==> config.mk <==
export PLATFORM = sky130hd
export DESIGN_NAME = fpe_csr
export DESIGN_NICKNAME = d
export VERILOG_FILES = /design/src/rtl/fpe_csr.sv
export SDC_FILE = /design/constraint.sdc
export NUM_CORES = 1
export LEC_CHECK = 0
export BUFFER_PORTS_ARGS = -buffer_cell sky130_fd_sc_hd__buf_4
export CAP_MARGIN = 0
export CORE_MARGIN = 1
export CORE_UTILIZATION = 25
export CTS_CLUSTER_SIZE = 28
export DETAILED_ROUTE_END_ITERATION = 10
export HOLD_SLACK_MARGIN = 0.02
export SETUP_SLACK_MARGIN = 0.1
export SKIP_LAST_GASP = 1
export SYNTH_ARGS = -nofsm -noshare
export SYNTH_HDL_FRONTEND = slang
export SYNTH_SLANG_ARGS = --single-unit
export TNS_END_PERCENT = 5
==> constraint.sdc <==
create_clock -name clk -period 1.4 [get_ports clk]
set_clock_uncertainty 0.05 [all_clocks]
set_input_delay 0.07 -clock clk [delete_from_list [all_inputs] [get_ports clk]]
set_output_delay 0.07 -clock clk [all_outputs]
set_load 0.01 [all_outputs]
==> src/rtl/fpe_csr.sv <==
module fpe_csr #(
  parameter int ADDR_W = 4,
  parameter int QUEUES = 8,
  parameter int FRAG_W = 2
) (
  input  logic              clk,
  input  logic              rst_n,
  input  logic              csr_en,
  input  logic              csr_we,
  input  logic [ADDR_W-1:0] csr_addr,
  input  logic [31:0]       csr_wdata,
  output logic [31:0]       csr_rdata,
  input  logic              evt_rx_verify,
  input  logic              evt_rx_resp,
  input  logic              evt_tx_verify,
  input  logic              evt_tx_resp,
  output logic              pmp_enable,
  output logic              tx_verify_req,
  output logic              tx_resp_req,
  output logic [QUEUES-1:0] preempt_qmask,
  output logic [FRAG_W-1:0] frag_extra,
  output logic              irq
);
  localparam int FLAG_LSB = 16;
  localparam int QMASK_LSB = 8;
  localparam logic [ADDR_W-1:0] OFS_CTRL = ADDR_W'(0);
  localparam logic [ADDR_W-1:0] OFS_QUEUE = ADDR_W'(4);
  localparam logic [ADDR_W-1:0] OFS_IRQEN = ADDR_W'(8);

  logic [3:0]  flags;
  logic [3:0]  evt;
  logic        irq_en;
  logic [31:0] rd_mux;
  logic        unused_wdata;

  wire wr = csr_en & csr_we;
  wire rd = csr_en & ~csr_we;
  wire hit_ctrl = (csr_addr == OFS_CTRL);
  wire hit_queue = (csr_addr == OFS_QUEUE);
  wire hit_irqen = (csr_addr == OFS_IRQEN);

  assign evt = {evt_tx_resp, evt_tx_verify, evt_rx_resp, evt_rx_verify};
  assign irq = irq_en & (|flags);
  assign unused_wdata = ^csr_wdata;

  always_comb begin
    rd_mux = '0;
    if (hit_ctrl) begin
      rd_mux[0] = pmp_enable;
      rd_mux[FLAG_LSB +: 4] = flags;
    end else if (hit_queue) begin
      rd_mux[QMASK_LSB +: QUEUES] = preempt_qmask;
      rd_mux[FRAG_W-1:0] = frag_extra;
    end else if (hit_irqen) begin
      rd_mux[0] = irq_en;
    end
  end

  always_ff @(posedge clk) begin
    if (!rst_n) begin
      flags         <= '0;
      irq_en        <= 1'b0;
      pmp_enable    <= 1'b0;
      tx_verify_req <= 1'b0;
      tx_resp_req   <= 1'b0;
      preempt_qmask <= '0;
      frag_extra    <= '0;
      csr_rdata     <= '0;
    end else begin
      tx_verify_req <= wr & hit_ctrl & csr_wdata[1];
      tx_resp_req   <= wr & hit_ctrl & csr_wdata[2];
      if (wr && hit_ctrl) pmp_enable <= csr_wdata[0];
      if (wr && hit_queue) begin
        preempt_qmask <= csr_wdata[QMASK_LSB +: QUEUES];
        frag_extra    <= csr_wdata[FRAG_W-1:0];
      end
      if (wr && hit_irqen) irq_en <= csr_wdata[0];
      flags     <= (rd && hit_ctrl) ? evt : (flags | evt);
      csr_rdata <= rd ? rd_mux : '0;
    end
  end
endmodule


After elaboration in Yosys (flattened, before gate mapping)
Index checks and enable logic that the tools add are counted.
{ "op_classes": {"n_eq_ne": 2, "muxes": 4, "bitwise": 11, "reduce_logical": 9} }
{ "ops": {"columns": ["op", "count"], "rows": [
  ["$reduce_or A4 Y1", 2],
  ["$and A1 B1 Y1", 6],
  ["$eq A4 B3 Y1 const B", 1],
  ["$eq A4 B4 Y1 const B", 1],
  ["$logic_and A1 B1 Y1", 4],
  ["$logic_not A4 Y1", 1],
  ["$mux W4", 1],
  ["$not A1 Y1", 4],
  ["$or A4 B4 Y4", 1],
  ["$mux W1", 3],
  ["$reduce_and A3 Y1", 1],
  ["$reduce_and A2 Y1", 1]
]} }
{ "word_totals": {"reg_bits": 50, "inputBits": 44, "out_inout_bits": 46, "wordCells": 37} }

Depth between registers and ports, before layout
Gate-level depths: netlist of the first run.
{ "depth": {"depth_word": 4, "ltp_mapped": 4, "mapped_depth_nobuf": 3} }

Worst setup path after synthesis of the first run
OpenSTA, ideal clock, no wires.
{ "synth_timing": {"path_kind": "input to register", "startpoint": "input csr_addr[3]", "endpoint": "register frag_extra[0]", "setup_ns": 0.072, "arrival_ns": 1.051, "required_time_ns": 1.278, "setup_slack_ns": 0.227, "path_stages": 3, "n_path_buf": 0, "path_cell_list": "or4b_4 nor2_8 mux2i_1"} }
{ "synth_between": {"elab_chain_len": 2} }
{ "synth_lines": {"columns": ["item", "line", "rtl"], "rows": [
  ["start, declared", "10", "input logic [ADDR_W-1:0] csr_addr,"],
  ["$eq A4 B3 Y1", "39", "wire hit_queue = (csr_addr == OFS_QUEUE);"],
  ["$logic_and A1 B1 Y1", "73", "if (wr && hit_queue) begin"],
  ["end signal, assigned", "75", "frag_extra <= csr_wdata[FRAG_W-1:0];"],
  ["end, declared", "21", "output logic [FRAG_W-1:0] frag_extra,"]
]} }
No other way between the ends.
A chain may end at the register's enable or synchronous reset.

Worst setup path after layout of the first run
{ "layout_timing": {"startpoint": "register flags[3]", "endpoint": "output irq"} }
{ "layout_between": {"elab_chain_len": 2} }
{ "layout_lines": {"columns": ["item", "line", "rtl"], "rows": [
  ["start, declared", "30", "logic [3:0] flags;"],
  ["start signal, assigned", "78", "flags <= (rd && hit_ctrl) ? evt : (flags | evt);"],
  ["$reduce_or A4 Y1", "43", "assign irq = irq_en & (|flags);"],
  ["$and A1 B1 Y1", "43", null],
  ["end, declared", "22", "output logic irq"]
]} }
No other way between the ends.

==> results of run 1 <==
[flip-flops by register name (all words and copies together) (netlist names)]
signal and cells:
csr_rdata 14, preempt_qmask 8, flags 4, frag_extra 2
irq_en 1, pmp_enable 1, tx_resp_req 1, tx_verify_req 1
[how the worst max path moves through the flow]
stage | start | endpoint | slack, ns
floorplan | csr_addr[3] | frag_extra[0]$_SDFFE_PN0P_ | 0.23
finish | flags[3]$_SDFF_PN0_ | irq | 0.11
global route | flags[3]$_SDFF_PN0_ | irq | 0.07
detailed placement | csr_addr[3] | frag_extra[1]$_SDFFE_PN0P_ | 0.0009
CTS | flags[1]$_SDFF_PN0_ | irq | 0.10
global placement | csr_addr[3] | preempt_qmask[5]$_SDFFE_PN0P_ | 0.02
[what timing repair did]
| item | in CTS | in global routing |
|---|---|---|
| resized for setup | 0 | 2 |
| hold buffers | 14 | 0 |
| endpoints found under the setup margin | 0 | 1 |
| hold endpoints to repair | 15 | 0 |
[critical path: stages, from the launching register on]
cell and delay (ns):
dfxtp_2 0.32, o41a_1 0.41, buf_4 0.15
[stage by stage]
step	area, um2	instances
CTS	1900	272
global placement	1690	251
floorplan	1340	151
finish	1910	272
detailed placement	1690	251
global route	1910	272
[power groups by stage]
stage               Combinational, uW  Sequential, uW  Clock (uW)
finish                            175             931         650
global route                      191             933         706
global placement                  142             950           0
CTS                               175             930         672
detailed placement                144             951           0
floorplan                         104             949           0
[layout make-up]
type / count / area share [%]
Sequential cell: 32 / 33.7
Timing Repair Buffer: 68 / 28.6
Multi-Input combinational cell: 93 / 28.2
Tap cell: 67 / 4.40
Clock buffer: 6 / 3.81
Inverter: 5 / 0.985
Clock inverter: 1 / 0.263
[layout by cell type, fill, tap and decap left out, drive strengths merged, types with 2 or more instances in the layout]
cell / count
inv: 5
and3: 2
clkbuf: 6
buf: 54
dfxtp: 32
and2: 13
dlygate4sd3: 14
a31oi: 4
mux2i: 12
nand2: 23
o21ai: 5
nor2: 6
conb: 18
nor4: 2
[routing by layer]
metal	up-vias	global-route usage, %
met3	4	3.84
met2	50	19.0
met5	-	0
met1	482	10.5
li1	541	-
met4	0	6.41
[synth_stat cells (2+ instances only)]
library cell and instances:
a31oi_1 4, and2_1 13, and3_1 2, buf_4 18
clkbuf_1 3, dfxtp_1 32, inv_1 5, mux2i_1 12
nand2_1 23, nor2_1 4, nor4_1 2, o21ai_0 5
[cells by family (layout without fill, tap and decap cells)]
kind of cell	count (synthesis)	in the layout	share of synthesized area (%)
other	1	18	0.293
AO/OA/AOI/OAI	11	11	5.38
AND/OR/NAND/NOR	52	52	21.9
multiplexers	12	12	9.39
flip-flops	32	32	50.1
buffers and inverters	26	80	12.9
==> results.toml, run 1 <==
[outcome]
outcome = "complete, no violations"

[layout]
multi_input_area_um2 = 537
fillers = 518
n_antenna_cell = 0
ff_latch_area_um2 = 643
syn2layout_area_growth_pct = 49.0
drive_gt1_share_pct = 31.7
utilization_pct = 39.6
nets = 249

[sta]
hold_viol = 0
rsz0062_at_grt = "yes"
layout_min_cycle_time_ns = 1.29
max_clock_freq_ghz = 0.777
setup_viol = 0
whs_ns = 0.0611
tns_ns = 0
setup_ws_ns = 0.113
slew_violations = 0
period_share_pct = 91.9

[pwr]
finalPower_uw = 1760
p_int_uw = 1350
p_sw_share_pct = 23.1
seq_power_share_pct = 53.0
power_frac_comb_pct = 10.0
cellPowerDensity_mw_per_mm2 = 922
total_leakage_power_uw = 0.000894
vdd_drop_max_mv = 0.310
clock_power_share_pct = 37.0
p_sw_uw = 405

[worst_setup_path]
r2r_setup_slack_ns = 0.44
r2r_end = "csr_rdata[0]$_SDFF_PN0_"
cp-start-kind = "flop"
worstReg2RegStart = "frag_extra[0]$_SDFFE_PN0P_"
cp.arrival_ns = 1.17
path_max_fanout = 3
required_ns = 1.28
endpoint_kind = "output port"
rr_worst_depth = 2
path_class = "flop to output port"

[floorplan]
die_x_um = 73.5
initial_utilization_pct = 26.5
pin_count = 90
die_h_um = 73.5
core_region_area_mm2 = 0.00482
die_area_mm2 = 0.00541
rows = 25

[logic_synthesis]
synth-main-ff-cell = "dfxtp_1"
syn_area_per_cell_um2 = 9.54
yosys-top-cells-area = "dfxtp_1 50%, buf_4 11%, mux2i_1 9.4%, nand2_1 6.8%, and2_1 6.4%"
ys_seq_elements = 32
seq_area_frac_synth_pct = 50.1
netlist_area_mm2 = 0.00128
ys_types = 23
yosys.area.top_type = "dfxtp_1"
syn_inst = 134
ys_warn_count = 0
async_flop_share_pct = 0
synth_edf_count = 0
netlist.area_leader.share_pct = 50.1

[routing]
drtIter0Drc = 31
routed-via-count = 1077
wirelength_um = 2720
route.met2.wl_um = 1360
drc_errors = 0
wl_met1_um = 1120
top_layer_used = "met4"
antenna_left = 0
post_drt_wl_per_cell_um = 10.0
via_per_inst = 3.96
firstDrtPassIters = 4
route.met3.wl_um = 186

[min_path]
worstHoldEndpoint = "csr_rdata[0]$_SDFF_PN0_"
min_path_cells = 4
min-delay-start = "csr_addr[0]"
hold_class = "input pin to flop"

[clock_tree]
postCtsSetupBuffers = 0
h-tree-depth = 2
cts_root_buf = "clkbuf_8"
numCtsBuffers = 5
clk_latency_ns = 0.28
tritoncts = "yes"
clk_pin_slew_ns = 0.06
cts_sinks = 32
clockBufferDepth = 2

[global_routing]
grt_pass1_vias = 982
gr-total-overflow = 0
antenna_found_initial = 0
grt_pass1_wl_um = 4200
grt_max_degree = 19
grt_use_total_pct = 10.6

[run]
cap_violations = 0

[placement]
port_buffers = 50
pre_cts_ws_ns = 0.000900
gp_congestion = 0.789
dp_hpwl_um = 1940
No activity file was read; power rests on OpenSTA's default activity.
==> run 2, diff against run 1 <==
--- a/config.mk
+++ b/config.mk
@@ -8,12 +8,14 @@
 export BUFFER_PORTS_ARGS = -buffer_cell sky130_fd_sc_hd__buf_4
 export CAP_MARGIN = 0
 export CORE_MARGIN = 1
-export CORE_UTILIZATION = 25
+export CORE_UTILIZATION = 43
 export CTS_CLUSTER_SIZE = 28
 export DETAILED_ROUTE_END_ITERATION = 10
 export HOLD_SLACK_MARGIN = 0.02
+export PLACE_DENSITY = 0.83
 export SETUP_SLACK_MARGIN = 0.1
 export SKIP_LAST_GASP = 1
+export SLEW_MARGIN = 20
 export SYNTH_ARGS = -nofsm -noshare
 export SYNTH_HDL_FRONTEND = slang
 export SYNTH_SLANG_ARGS = --single-unit
==> constraint.sdc (replaced) <==
create_clock -name clk -period 1.53 [get_ports clk]
set_clock_uncertainty 0.05 [all_clocks]
set_input_delay 0.0765 -clock clk [delete_from_list [all_inputs] [get_ports clk]]
set_output_delay 0.0765 -clock clk [all_outputs]
set_load 0.01 [all_outputs]
==> run 2 against run 1 <==
Compared with the run above: cell count shrank 13%; largest power group unchanged; largest cell class unchanged; sequential power shrank 8.5%; critical endpoint unchanged; global-route usage rose by 8.8 points.
==> results.toml, run 2 (synthesized netlist as in run 1, its figures left out) <==
[placement]
dp.cells = 211
gp_congestion = 0.766
port_buffers = 50
dp_hpwl_um = 1900

[global_routing]
grt_max_degree = 30
gr-total-overflow = 0
grt_pass1_vias = 1065
grt_use_total_pct = 19.4
grt_pass1_wl_um = 4750
antenna_found_initial = 0

[routing]
route.met2.wl_um = 1440
antenna_left = 0
top_layer_used = "met4"
wirelength_um = 2880
routed-via-count = 1096
firstDrtPassIters = 4
post_drt_wl_per_cell_um = 12.2
wl_met1_um = 1180
drtIter0Drc = 16
route.met3.wl_um = 207
via_per_inst = 4.64
drc_errors = 0

[layout]
ff_latch_area_um2 = 641
n_antenna_cell = 0
fillers = 217
regMostFlops = "csr_rdata"
layout.cells.non_filler = 236
nets = 248
syn2layout_area_growth_pct = 45.2
final_common_cell = "buf_4"
layout_common_cells = "50 x buf_4, 32 x dfxtp_1, 23 x nand2_1"
drive_gt1_share_pct = 29.3
top_regs = "csr_rdata: 14 flops, preempt_qmask: 8 flops, flags: 4 flops"
largest_reg_flops = 14
multi_input_area_um2 = 537

[worst_setup_path]
cp.arrival_ns = 1.26
cp-start-kind = "flop"
path_max_fanout = 3
required_ns = 1.40
path_class = "flop to output port"
endpoint_kind = "output port"

[pwr]
total_leakage_power_uw = 0.000887
finalPower_uw = 1630
cellPowerDensity_mw_per_mm2 = 881
vdd_drop_max_mv = 0.845

[floorplan]
die_area_mm2 = 0.00320
pin_count = 90
die_h_um = 56.5
die_x_um = 56.5
core_region_area_mm2 = 0.00278
rows = 19
initial_utilization_pct = 46.0

[clock_tree]
postCtsSetupBuffers = 0
cts_root_buf = "clkbuf_4"
clockBufferDepth = 2
cts_sinks = 32
h-tree-depth = 2
tritoncts = "yes"
clk_latency_ns = 0.33
cts_resized = 0
clk_pin_slew_ns = 0.09
numCtsBuffers = 5

[sta]
period_share_pct = 90.8
layout_min_cycle_time_ns = 1.39
worst_pin_slew_ns = 0.695
setup_viol = 0
max_clock_freq_ghz = 0.720
relSlewSlack_pct = 53.3
rsz0062_at_grt = "no"
slew_violations = 0
tns_ns = 0
hold_viol = 0

[run]
cap_violations = 0

[outcome]
outcome = "complete, no violations"

[min_path]
hold_class = "input pin to flop"
run 2: path summary, 6_finish.rpt:
| check | depth (start not counted) | slack [ns] | from | end |
|---|---|---|---|---|
| worst max-delay path | 2 | 0.14 | flags[1]$_SDFF_PN0_ | irq |
| worst min-delay path | 3 | 0.05 | csr_we | irq_en$_SDFFE_PN0P_ |
| worst max register to register | 2 | 0.59 | frag_extra[0]$_SDFFE_PN0P_ | csr_rdata[0]$_SDFF_PN0_ |
| worst min register to register | 2 | 0.42 | preempt_qmask[7]$_SDFFE_PN0P_ | preempt_qmask[7]$_SDFFE_PN0P_ |
run 2: per-stage QoR:
stage | hold WS (ns) | area, um2 | setup WS [ns] | util [%]
2_1_floorplan | 0.164 | 1340 | 0.350 | -
3_3_place_gp | 0.264 | 1610 | 0.156 | 57.9
3_5_place_dp | 0.269 | 1610 | 0.119 | 57.9
4_1_cts | 0.0416 | 1860 | 0.131 | 66.8
5_1_grt | 0.0436 | 1860 | 0.106 | 66.8
6_report | 0.0533 | 1860 | 0.141 | 66.8
run 2: power breakdown:
part	switching [uW]	internal, uW	leakage, uW
clock	278	342	0.0000422
combinational	78.6	84.1	0.000585
sequential	8.59	843	0.000259
total	366	1270	0.000887
run 2: final cells by class:
cell class,instances,share of cell area (%)
Clock buffer,6,2.22
Clock inverter,2,1.89
Inverter,5,1.01
Multi-Input combinational cell,93,28.9
Sequential cell,32,34.5
Tap cell,31,2.09
Timing Repair Buffer,67,29.4
run 2: what timing repair did:
| item | in CTS | in global routing |
|---|---|---|
| hold endpoints to repair | 19 | 0 |
| endpoints found under the setup margin | 0 | 0 |
| hold buffers | 17 | 0 |
run 2: routing by layer:
metal | vias to the layer above | GRT usage [%]
met2 | 60 | 32.9
met4 | 0 | 10.1
met3 | 6 | 6.68
li1 | 546 | -
met5 | - | 0
met1 | 484 | 21.2
run 2: worst max-delay path: stages (launching register included):
cell and delay (ns):
dfxtp_1 0.34, o41a_1 0.44, buf_4 0.16
